--- src/rtl/sacg_pkg.sv ---
package sacg_pkg;

  localparam int POS_W = 5;
  localparam int WID_W = 5;

  typedef struct packed {
    logic              shift;
    logic              frameStart;
    logic              right;
    logic [POS_W-1:0]  pos;
    logic [WID_W-1:0]  width;
  } dpStrobeT;

  function automatic logic [WID_W-1:0] precBits(input logic [1:0] code);
    case (code)
      2'd0:    precBits = WID_W'(16);
      2'd1:    precBits = WID_W'(18);
      2'd2:    precBits = WID_W'(20);
      default: precBits = WID_W'(24);
    endcase
  endfunction

endpackage

--- src/rtl/sacg_ctrl.sv ---
module sacg_ctrl
  import sacg_pkg::*;
#(
  parameter int DIV_W = 8
) (
  input  logic             clk,
  input  logic             rst,
  input  logic [DIV_W-1:0] divSel,
  input  logic             wideFrame,
  input  logic [1:0]       precSel,
  output logic             bitClk,
  output logic             wordClk,
  output logic             sampleReq,
  output dpStrobeT         strobe
);

  localparam int IDX_W = 6;
  localparam logic [IDX_W-1:0] LAST_NARROW = IDX_W'(31);
  localparam logic [IDX_W-1:0] LAST_WIDE   = IDX_W'(63);
  localparam logic [IDX_W-1:0] SLOT_NARROW = IDX_W'(16);
  localparam logic [IDX_W-1:0] SLOT_WIDE   = IDX_W'(32);

  logic [DIV_W-1:0] preCnt;
  logic [DIV_W-1:0] activeDiv;
  logic             activeWide;
  logic [1:0]       activePrec;
  logic [IDX_W-1:0] bitIdx;

  logic             tick;
  logic             fall;
  logic             wrap;
  logic [IDX_W-1:0] lastIdx;
  logic [IDX_W-1:0] nextIdx;
  logic [IDX_W-1:0] slotLen;
  logic [IDX_W-1:0] posFull;
  logic             newWide;
  logic [1:0]       newPrec;
  logic             nextRight;

  always_comb begin
    tick      = (preCnt == activeDiv);
    fall      = tick && bitClk;
    lastIdx   = activeWide ? LAST_WIDE : LAST_NARROW;
    wrap      = fall && (bitIdx == lastIdx);
    nextIdx   = wrap ? '0 : bitIdx + IDX_W'(1);
    newWide   = wrap ? wideFrame : activeWide;
    newPrec   = wrap ? precSel : activePrec;
    slotLen   = newWide ? SLOT_WIDE : SLOT_NARROW;
    nextRight = (nextIdx >= slotLen);
    posFull   = nextRight ? (nextIdx - slotLen) : nextIdx;

    strobe.shift      = fall;
    strobe.frameStart = wrap;
    strobe.right      = nextRight;
    strobe.pos        = posFull[POS_W-1:0];
    strobe.width      = newWide ? precBits(newPrec) : WID_W'(16);
  end

  always_ff @(posedge clk) begin
    if (rst) begin
      preCnt     <= '0;
      bitClk     <= 1'b0;
      wordClk    <= 1'b0;
      bitIdx     <= '0;
      sampleReq  <= 1'b0;
      activeDiv  <= divSel;
      activeWide <= wideFrame;
      activePrec <= precSel;
    end else begin
      preCnt    <= tick ? '0 : preCnt + DIV_W'(1);
      sampleReq <= wrap;
      if (tick) begin
        bitClk <= ~bitClk;
      end
      if (fall) begin
        bitIdx  <= nextIdx;
        wordClk <= nextRight;
      end
      if (wrap) begin
        activeDiv  <= divSel;
        activeWide <= wideFrame;
        activePrec <= precSel;
      end
    end
  end

endmodule

--- src/rtl/sacg_datapath.sv ---
module sacg_datapath
  import sacg_pkg::*;
#(
  parameter int SAMPLE_W = 24
) (
  input  logic                clk,
  input  logic                rst,
  input  dpStrobeT            strobe,
  input  logic [SAMPLE_W-1:0] sampleLeft,
  input  logic [SAMPLE_W-1:0] sampleRight,
  input  logic                sampleValid,
  output logic                serData
);

  logic [SAMPLE_W-1:0] holdLeft;
  logic [SAMPLE_W-1:0] holdRight;
  logic [SAMPLE_W-1:0] curLeft;
  logic [SAMPLE_W-1:0] curRight;
  logic [SAMPLE_W-1:0] chosen;
  logic [SAMPLE_W-1:0] shifted;
  logic                takeNew;
  logic                bitOut;

  always_comb begin
    takeNew  = strobe.frameStart && sampleValid;
    curLeft  = takeNew ? sampleLeft  : holdLeft;
    curRight = takeNew ? sampleRight : holdRight;
    chosen   = strobe.right ? curRight : curLeft;
    shifted  = chosen << strobe.pos;
    bitOut   = (strobe.pos < strobe.width) ? shifted[SAMPLE_W-1] : 1'b0;
  end

  always_ff @(posedge clk) begin
    if (rst) begin
      holdLeft  <= '0;
      holdRight <= '0;
      serData   <= 1'b0;
    end else begin
      if (takeNew) begin
        holdLeft  <= sampleLeft;
        holdRight <= sampleRight;
      end
      if (strobe.shift) begin
        serData <= bitOut;
      end
    end
  end

endmodule

--- src/rtl/serial_audio_clkgen.sv ---
module serial_audio_clkgen
  import sacg_pkg::*;
#(
  parameter int DIV_W    = 8,
  parameter int SAMPLE_W = 24
) (
  input  logic                clk,
  input  logic                rst,
  input  logic [DIV_W-1:0]    divSel,
  input  logic                wideFrame,
  input  logic [1:0]          precSel,
  input  logic [SAMPLE_W-1:0] sampleLeft,
  input  logic [SAMPLE_W-1:0] sampleRight,
  input  logic                sampleValid,
  output logic                bitClk,
  output logic                wordClk,
  output logic                serData,
  output logic                sampleReq
);

  dpStrobeT strobe;

  sacg_ctrl #(.DIV_W(DIV_W)) ctrl (
    .clk       (clk),
    .rst       (rst),
    .divSel    (divSel),
    .wideFrame (wideFrame),
    .precSel   (precSel),
    .bitClk    (bitClk),
    .wordClk   (wordClk),
    .sampleReq (sampleReq),
    .strobe    (strobe)
  );

  sacg_datapath #(.SAMPLE_W(SAMPLE_W)) dp (
    .clk         (clk),
    .rst         (rst),
    .strobe      (strobe),
    .sampleLeft  (sampleLeft),
    .sampleRight (sampleRight),
    .sampleValid (sampleValid),
    .serData     (serData)
  );

endmodule

--- config.mk ---
export PLATFORM = sky130hd
export DESIGN_NAME = serial_audio_clkgen
export DESIGN_NICKNAME = d
export VERILOG_FILES = /design/src/rtl/sacg_pkg.sv /design/src/rtl/sacg_ctrl.sv /design/src/rtl/sacg_datapath.sv /design/src/rtl/serial_audio_clkgen.sv
export SDC_FILE = /design/constraint.sdc
export NUM_CORES = 1
export LEC_CHECK = 0
export BUFFER_PORTS_ARGS = -buffer_cell sky130_fd_sc_hd__buf_2
export CELL_PAD_IN_SITES_DETAIL_PLACEMENT = 0
export CELL_PAD_IN_SITES_GLOBAL_PLACEMENT = 1
export CORE_ASPECT_RATIO = 0.9
export CORE_UTILIZATION = 41
export CTS_CLUSTER_SIZE = 14
export DETAILED_ROUTE_END_ITERATION = 10
export PLACE_DENSITY_LB_ADDON = 0.12
export SYNTH_ARGS = -nofsm -noshare
export SYNTH_HDL_FRONTEND = slang
export SYNTH_SLANG_ARGS = --single-unit
export TNS_END_PERCENT = 1
--- constraint.sdc ---
create_clock -name clk -period 5 [get_ports clk]
set_clock_uncertainty 0.05 [all_clocks]
set_input_delay 0.5 -clock clk [delete_from_list [all_inputs] [get_ports clk]]
set_output_delay 0.5 -clock clk [all_outputs]
set_load 0.01 [all_outputs]
# Word-level counts from Yosys, hierarchy flattened
# Cells that the tools add are included.
[word_totals] ff_bits=77 latch_bits=0 ram_bits=0 romBits=0 in_bits=62 output_inout_bits=4 wordCells=44 mem_count=0
[op_classes] addsub=3 multipliers=0 div_mod_pow=0 order_cmp=2 n_eq_ne=4 shifts=1 mux=16 n_bitwise=1 n_reduce_logical=6
[ops] cell="24-bit two-way mux" n=3
[ops] cell="24-bit by 5-bit left shift with 24-bit output" n=1
[ops] cell="6-bit two-way mux" n=3
[ops] cell="8-bit two-way mux" n=2
[ops] cell="4-bit case mux with 3 select lines" n=1
[ops] cell="8-bit by 1-bit adder with 8-bit output (second input constant)" n=1
[ops] cell="8-bit equality test" n=1
[ops] cell="6-bit by 1-bit adder with 6-bit output (second input constant)" n=1
[ops] cell="6-bit equality test" n=1
[ops] cell="6-bit greater-or-equal comparator" n=1
[ops] cell="5-bit < comparator" n=1
[ops] cell="5-bit two-way mux" n=1
[ops] cell="5-bit subtractor" n=1
[ops] cell="2-bit two-way mux" n=2
[ops] cell="4-bit two-way mux" n=1
[ops] cell="1-bit logical AND" n=3
[ops] cell="1-bit two-way mux" n=3
[ops] cell="2-bit by 1-bit equality test with 1-bit output (second input constant)" n=1
[ops] cell="2-bit equality test (second input constant)" n=1
[ops] cell="2-bit logical NOT" n=1
[ops] cell="2-bit nonzero test" n=1
[ops] cell="2-bit OR reduction" n=1
[ops] cell="1-bit NOT" n=1

# Depth between registers and ports, before layout
# Gate-level depths: netlist of run 1.
[logic_depth] word_depth=9 depth_mapped=18 mapped_depth_nobuf=15

# Hierarchy
# Synthesis of run 1 repeated with hierarchy kept, for this count alone.
[unflattened] cells_unflattened=425 hier_area_um2=3997.6
[by_module_without_submodules] module="sacg_datapath" n_inst=1 cells_per_inst=260 area_each_um2=2384.8 seq_area_each_um2=980.9
[by_module_without_submodules] module="sacg_ctrl" n_inst=1 cells_per_inst=165 area_each_um2=1612.8 seq_area_each_um2=640.6

# Least setup slack after synthesis of run 1
# Ideal clock, no wire load.
[synth_path] kind="register to register" from="reg ctrl.bitIdx[1]" to="reg dp.serData" setup_time_ns=0.122 arrival_ns=4.122 t_required_ns=4.828 path_slack_ns=0.706 path_stages_with_launch=16 n_path_buf=2 period_less_slack_ns=4.294 path_cell_list="dfxtp_1 > ha_1 > nand3_1 > nor3b_2 > and4_1 > buf_1 > mux2i_1 > ha_1 > nand2_1 > nor3_2 > a221oi_4 > and2_1 > buf_6 > mux4_2 > and4_1 > o311a_1"
[synth_via] elab_chain_cells=8 word_cells_on_any_way=22 classes_between="2 x add/sub; 2 x order compare; 3 x eq/ne; 1 x shift; 11 x mux; 3 x reduce/logical"
[synth_rtl] element="start: declaration" line_no="sacg_ctrl.sv:27" text="logic [IDX_W-1:0] bitIdx;"
[synth_rtl] element="start signal: assignment" line_no="sacg_ctrl.sv:76" text="bitIdx <= nextIdx;"
[synth_rtl] element="parallel branches: the longest is 7 deep, another holds 6-bit by 1-bit adder with 6-bit output"
[synth_rtl] element="1-bit two-way mux (*)" line_no="sacg_datapath.sv:30" text="bitOut = (strobe.pos < strobe.width) ? shifted[SAMPLE_W-1] : 1'b0;"
[synth_rtl] element="end signal: assignment" line_no="sacg_datapath.sv:44" text="serData <= bitOut;"
[synth_rtl] element="end: declaration" line_no="sacg_datapath.sv:12" text="output logic serData"
# Every way passes the cells marked *.
# A chain may end at the register's enable or synchronous reset.

# Final worst setup path of run 1
[layout_path] from="reg ctrl.bitIdx[0]" to="reg dp.serData"
# Same word-level chain as after synthesis.

==> impl_metrics.toml, run 1 <==
[outcome]
status = "finished clean"

[worst_hold_path]
hold_depth = 1
hold_path.startpoint = "divSel[2]"
hold_path_class = "in2reg"

[pwr]
vdd.ir_drop.worst_mv = 0.160
p_per_area_mw_per_mm2 = 293
power.leakage_uw = 0.00159
report.power.total_uw = 1260

[floorplanning]
initial_utilization = 0.428
io-pin-count = 66
core_sq_mm = 0.00865
die_x_microns = 102
dieArea_sq_mm = 0.00941
rows = 32
die_h_microns = 92.1

[worst_setup_path]
crit_type = "reg2reg"
start_kind = "flop"
end_kind = "flop"
r2r-start = "ctrl.bitIdx[0]$_SDFFE_PP0P_"
cp.required_ns = 5.20
crit_start = "ctrl.bitIdx[0]$_SDFFE_PP0P_"
crit_arrival_ns = 4.68
reg2reg_depth = 15
critical_path.max_fanout = 25

[sta]
setup_viol = 0
tns_ns = 0
relSlewSlack = 0.245
tightest_slew_ns = 1.13
min_period_ns = 4.48
hold_viol = 0
finalMaxSlewViolations = 0
rsz0062_at_grt = "no"
max_clock_freq_ghz = 0.223
finalCritPeriodShare = 0.896

[clock_network]
cts_sinks = 77
path_clk_slew_ns = 0.08
clock_latency_ns = 0.35
ctsHoldBuffers = 0
ctsResizeCount = 0
cts_max_path_buffers = 2
cts_root_buf = "clkbuf_8"
post_cts_buffers = 0
numCtsBuffers = 9
cts_tree = "built"
htreeDepth = 3

[layout]
finalInstanceArea_sq_mm = 0.00431
drive_gt1_frac = 0.200
final_util = 0.499
nFillCells = 888
multi_input_area_sq_mm = 0.00193
final_nets = 574
area_growth_pct = 16.6
seq_area_sq_mm = 0.00162
antenna_cells = 0

[drt]
drt_first_pass_iters = 4
via_count = 3213
vias_per_cell = 5.10
drc = 0
ant_nets = 0
wl_per_cell_microns = 14.6
wl_mm = 9.18
drt_iter0_drc = 125

[global_routing]
grt_pass1_vias = 3077
grt-ovfl-total = 0
grt_pass1_wl_mm = 15.4
antenna_found_initial = 0
grt_max_degree = 62
grt_util_all_layers = 0.212

[yosys]
yosysWarnings = 0
synth_edf_count = 8
synth_nets = 519
avgSynthCellArea_sq_um = 8.21
synth-seq-cells = 77
synth-async-reset-ratio = 0
synthCells = 451
ys.flop_type = "dfxtp_1"
ys_seq_area_frac = 0.438
synth_area_sq_mm = 0.00370
post_synth_num_cell_types = 50

[job]
max-cap-violations = 0

[placed_design]
placed_cell_area_sq_mm = 0.00409
hpwlAfterDp_mm = 6.51
port_buffers = 65
routabilityCongestion = 0.853
worst max-delay path, stage by stage, from the launching register on:
cell and delay, ns:
dfxtp_1 0.53, ha_1 0.29, nand3_1 0.17, nor3b_2 0.40, and4_1 0.30, mux2i_1 0.35, ha_1 0.33, nand2_1 0.11
nor3_2 0.06, a221oi_4 0.31, nand2_2 0.39, mux2i_1 0.31, a32oi_1 0.12, a221oi_1 0.38, o41ai_2 0.14, o311a_1 0.11
cells in the mapped netlist, types with 2 or more instances:
cell,number,area [sq um]
dfxtp_1,69,1380
buf_1,3,11.3
mux2_2,6,67.6
a21oi_1,57,285
a311o_1,2,20.0
clkbuf_1,18,67.6
buf_2,2,10.0
xnor2_1,13,114
edfxtp_1,8,240
nand2_2,2,12.5
ha_1,6,75.1
nor2_1,28,105
and3_1,5,31.3
inv_1,7,26.3
nand2_1,130,488
o21ai_1,2,10.0
and4_1,4,35.0
or3_1,3,18.8
a32oi_1,2,17.5
o21ai_0,4,20.0
nor2b_1,3,18.8
buf_6,2,22.5
a221oi_1,3,26.3
o211ai_1,2,15.0
nand4_1,5,31.3
o22ai_1,2,12.5
nor3_1,5,25.0
a31oi_1,3,18.8
mux2i_1,13,130
xor2_1,7,61.3
nand3_1,16,80.1
cell type report:
cell class	instances	area share
flip-flops and latches	77	0.376
inverters	8	0.00754
multi-input cells	340	0.447
well taps	119	0.0345
clock buffers	9	0.0287
clock inverters	7	0.0226
repair buffers	70	0.0841
cell families (layout without fill, tap and decap cells):
kind of cell | Yosys count | count (layout) | synth area share
flip-flops | 77 | 77 | 0.438
adder cells (fa/ha/maj) | 6 | 6 | 0.0203
XOR/XNOR | 21 | 21 | 0.0517
AND/OR/NAND/NOR | 206 | 206 | 0.241
AO/OA/AOI/OAI | 86 | 86 | 0.144
multiplexers | 21 | 21 | 0.0625
buffers and inverters | 34 | 94 | 0.0429
registers in the layout, indices dropped and copies added (netlist names):
register,cells
ctrl.activePrec,2
ctrl.bitIdx,6
ctrl.activeDiv,8
ctrl.wordClk,1
ctrl.bitClk,1
ctrl.activeWide,1
ctrl.sampleReq,1
ctrl.preCnt,8
dp.holdLeft,24
dp.serData,1
dp.holdRight,24
placed cells by master (no fill, tap or decap), types with 3 or more instances in the layout:
| cell type | Yosys | final |
|---|---|---|
| inv_1 | 7 | 7 |
| nor3_1 | 5 | 5 |
| buf_2 | 2 | 65 |
| mux2i_1 | 13 | 13 |
| o21ai_0 | 4 | 4 |
| and4_1 | 4 | 4 |
| or3_1 | 3 | 3 |
| xor2_1 | 7 | 7 |
| buf_4 | 0 | 5 |
| edfxtp_1 | 8 | 8 |
| nand3_1 | 16 | 15 |
| mux2_2 | 6 | 6 |
| nand2_1 | 130 | 130 |
| ha_1 | 6 | 6 |
| and3_1 | 5 | 4 |
| clkbuf_8 | 0 | 9 |
| nor2b_1 | 3 | 3 |
| a31oi_1 | 3 | 3 |
| nand4_1 | 5 | 5 |
| a221oi_1 | 3 | 3 |
| dfxtp_1 | 69 | 69 |
| xnor2_1 | 13 | 13 |
| a21oi_1 | 57 | 57 |
| nor2_1 | 28 | 28 |
path summary, 6_finish.rpt:
check,end,slack (ns)
max reg2reg,dp.serData$_SDFFE_PP0P_,0.52
max,dp.serData$_SDFFE_PP0P_,0.52
min,ctrl.activeDiv[2]$_DFFE_PP_,0.27
min reg2reg,dp.holdLeft[17]$_SDFF_PP0_,0.40
where the power goes:
part	leakage, uW	switching [uW]	internal (uW)	total, uW
logic	0.000844	54.9	44.2	99.1
registers	0.000636	7.63	633	641
clock network	0.000107	242	283	525
total	0.00159	305	960	1260
stage by stage:
stage	worst slack, ns	hold WS [ns]	instances
global route	0.105	0.247	630
floorplan	0.706	0.377	451
global placement	0.717	0.389	614
detailed placement	0.545	0.395	614
finish	0.518	0.266	630
CTS	0.513	0.250	630
routing by layer:
metal,wire length [microns],vias to the layer above,track usage
met3,408,12,0.0427
met5,0,-,0
met4,160,0,0.0798
li1,-,1657,-
met2,3790,74,0.304
met1,4820,1470,0.310
No activity file was read; power rests on OpenSTA's default activity.
==> run 2: changes to the inputs <==
--- a/config.mk
+++ b/config.mk
@@ -9,8 +9,7 @@
 export CELL_PAD_IN_SITES_DETAIL_PLACEMENT = 0
 export CELL_PAD_IN_SITES_GLOBAL_PLACEMENT = 1
 export CORE_ASPECT_RATIO = 0.9
-export CORE_UTILIZATION = 41
-export CTS_CLUSTER_SIZE = 14
+export CORE_UTILIZATION = 44
 export DETAILED_ROUTE_END_ITERATION = 10
 export PLACE_DENSITY_LB_ADDON = 0.12
 export SYNTH_ARGS = -nofsm -noshare
==> constraint.sdc (replaced) <==
create_clock -name clk -period 5.6 [get_ports clk]
set_clock_uncertainty 0.05 [all_clocks]
set_input_delay 0.56 -clock clk [delete_from_list [all_inputs] [get_ports clk]]
set_output_delay 0.56 -clock clk [all_outputs]
set_load 0.01 [all_outputs]
==> run 2 against run 1 <==
- routed wire length decreased by 0.21%
- final cell count decreased by 3.5%
- largest cell class unchanged
- die area decreased by 6.7%
- combinational power decreased by 12%
- sequential power decreased by 11%
- clock power decreased by 18%
- critical endpoint unchanged
- global-route usage increased by 0.48 points
==> impl_metrics.toml, run 2 (same netlist as run 1, synthesis figures left out) <==
[outcome]
status = "finished clean"

[sta]
min_period_ns = 4.78
rsz0062_at_grt = "no"
max_clock_freq_ghz = 0.209
hold_viol = 0
relSlewSlack = 0.236
finalCritPeriodShare = 0.854
setup_slack_ns = 0.818
tightest_slew_ns = 1.14
finalMaxSlewViolations = 0
setup_viol = 0
tns_ns = 0

[drt]
drt_iter0_drc = 159
drt_first_pass_iters = 4
drc = 0
wl_mm = 9.16
via_count = 3251
ant_nets = 0
wl_per_cell_microns = 15.1
vias_per_cell = 5.35

[floorplanning]
rows = 31
die_x_microns = 98.7
dieArea_sq_mm = 0.00878
die_h_microns = 89.0
io-pin-count = 66
initial_utilization = 0.457
core_sq_mm = 0.00811

[pwr]
p_int_uw = 824
report.power.total_uw = 1090
p_per_area_mw_per_mm2 = 256
pwr-share-clk = 0.395
p_comb_frac = 0.080
vdd.ir_drop.worst_mv = 0.137
power.leakage_uw = 0.00157
seq_power_share = 0.525
p_sw_uw = 265
swShare = 0.243

[layout]
reg_top3 = "dp.holdLeft x24, dp.holdRight x24"
final_util = 0.524
nFillCells = 801
antenna_cells = 0
layout_commonest_cell = "nand2_1"
drive_gt1_frac = 0.194
area_growth_pct = 14.8
final_cell_mix = "130 x nand2_1, 69 x dfxtp_1, 65 x buf_2"
final_nets = 572

[job]
max-cap-violations = 0

[worst_setup_path]
crit_type = "reg2reg"
rrSetupSlack_ns = 0.82
cp.required_ns = 5.84
critical_path.max_fanout = 25
crit_arrival_ns = 5.03
reg2reg_depth = 15
r2r-end = "dp.serData$_SDFFE_PP0P_"
end_kind = "flop"
r2r-start = "ctrl.bitIdx[0]$_SDFFE_PP0P_"
start_kind = "flop"

[clock_network]
cts_tree = "built"
path_clk_slew_ns = 0.08
numCtsBuffers = 9
htreeDepth = 3
ctsHoldBuffers = 0
post_cts_buffers = 0
cts_root_buf = "clkbuf_8"
ctsResizeCount = 0
cts_max_path_buffers = 2
clock_latency_ns = 0.35
cts_sinks = 77

[worst_hold_path]
hold_depth = 1
holdPathEnd = "ctrl.activeDiv[3]$_DFFE_PP_"
hold_path_class = "in2reg"
hold_path.startpoint = "divSel[3]"

[global_routing]
grt_pass1_wl_mm = 15.0
grt_max_degree = 62
grt_pass1_vias = 3027
grt_util_all_layers = 0.217
antenna_found_initial = 0
grt-ovfl-total = 0

[placed_design]
place_ws_ns = 0.867
port_buffers = 65
routabilityCongestion = 0.874
hpwlAfterDp_mm = 6.39
-- run 2: changes by cell type in the layout (fill, tap and decap cells not counted) --
cell | before | now
clkinv_4 | 2 | 1
clkinv_1 | 1 | 0
bufinv_16 | 2 | 1
nand3_2 | 1 | 0
buf_4 | 5 | 3
clkinv_2 | 0 | 1
clkbuf_1 | 0 | 1
clkbuf_8 | 9 | 10
nand3_1 | 15 | 16
-- run 2: worst max path at each step --
| stage | startpoint | end | slack [ns] |
|---|---|---|---|
| after CTS | ctrl.bitIdx[0]$_SDFFE_PP0P_ | dp.serData$_SDFFE_PP0P_ | 0.85 |
| after floorplan | ctrl.bitIdx[1]$_SDFFE_PP0P_ | dp.serData$_SDFFE_PP0P_ | 1.31 |
| after detailed placement | ctrl.bitIdx[0]$_SDFFE_PP0P_ | dp.serData$_SDFFE_PP0P_ | 0.87 |
| after global placement | ctrl.bitIdx[0]$_SDFFE_PP0P_ | dp.serData$_SDFFE_PP0P_ | 1.09 |
| after global routing | ctrl.bitIdx[0]$_SDFFE_PP0P_ | dp.serData$_SDFFE_PP0P_ | 0.43 |
| final | ctrl.bitIdx[0]$_SDFFE_PP0P_ | dp.serData$_SDFFE_PP0P_ | 0.82 |
-- run 2: critical path, stage by stage (launching register included) --
cell,delay [ns]
dfxtp_1,0.53
ha_1,0.29
nand3_1,0.17
nor3b_2,0.38
and4_1,0.29
mux2i_1,0.34
ha_1,0.33
nand2_1,0.12
nor3_2,0.06
a221oi_4,0.52
nand2_2,0.50
mux2i_1,0.24
a221oi_1,0.28
nor3_1,0.09
o41ai_2,0.31
o311a_1,0.20
-- run 2: cell type report --
cell class / instances / area, sq um / share of cell area
Multi-Input combinational cell: 340 / 1920 / 0.452
Timing Repair Buffer: 68 / 348 / 0.0819
Clock buffer: 11 / 141 / 0.0333
Tap cell: 99 / 124 / 0.0292
Clock inverter: 5 / 60.1 / 0.0141
Sequential cell: 77 / 1620 / 0.382
Inverter: 8 / 32.5 / 0.00766
-- run 2: per-stage QoR --
step           hold WS [ns]  cells  instance area [sq um]
3_5_place_dp          0.396    592                   4050
6_report              0.328    608                   4250
5_1_grt               0.310    608                   4250
2_1_floorplan         0.377    451                   3700
3_3_place_gp          0.388    592                   4050
4_1_cts               0.315    608                   4250
-- run 2: routing by layer --
layer / track usage / part of all wire
met1: 0.300 / 0.50
met4: 0.0733 / 0.013
met2: 0.340 / 0.42
met3: 0.0469 / 0.063
met5: 0 / 0
-- run 2: power by group through the flow --
stage	Combinational, uW	Sequential (uW)	Clock [uW]
2_1_floorplan	56.7	583	0
3_3_place_gp	84.9	585	0
3_5_place_dp	86.7	585	0
4_1_cts	87.3	572	440
5_1_grt	95.6	573	463
6_report	86.8	572	431
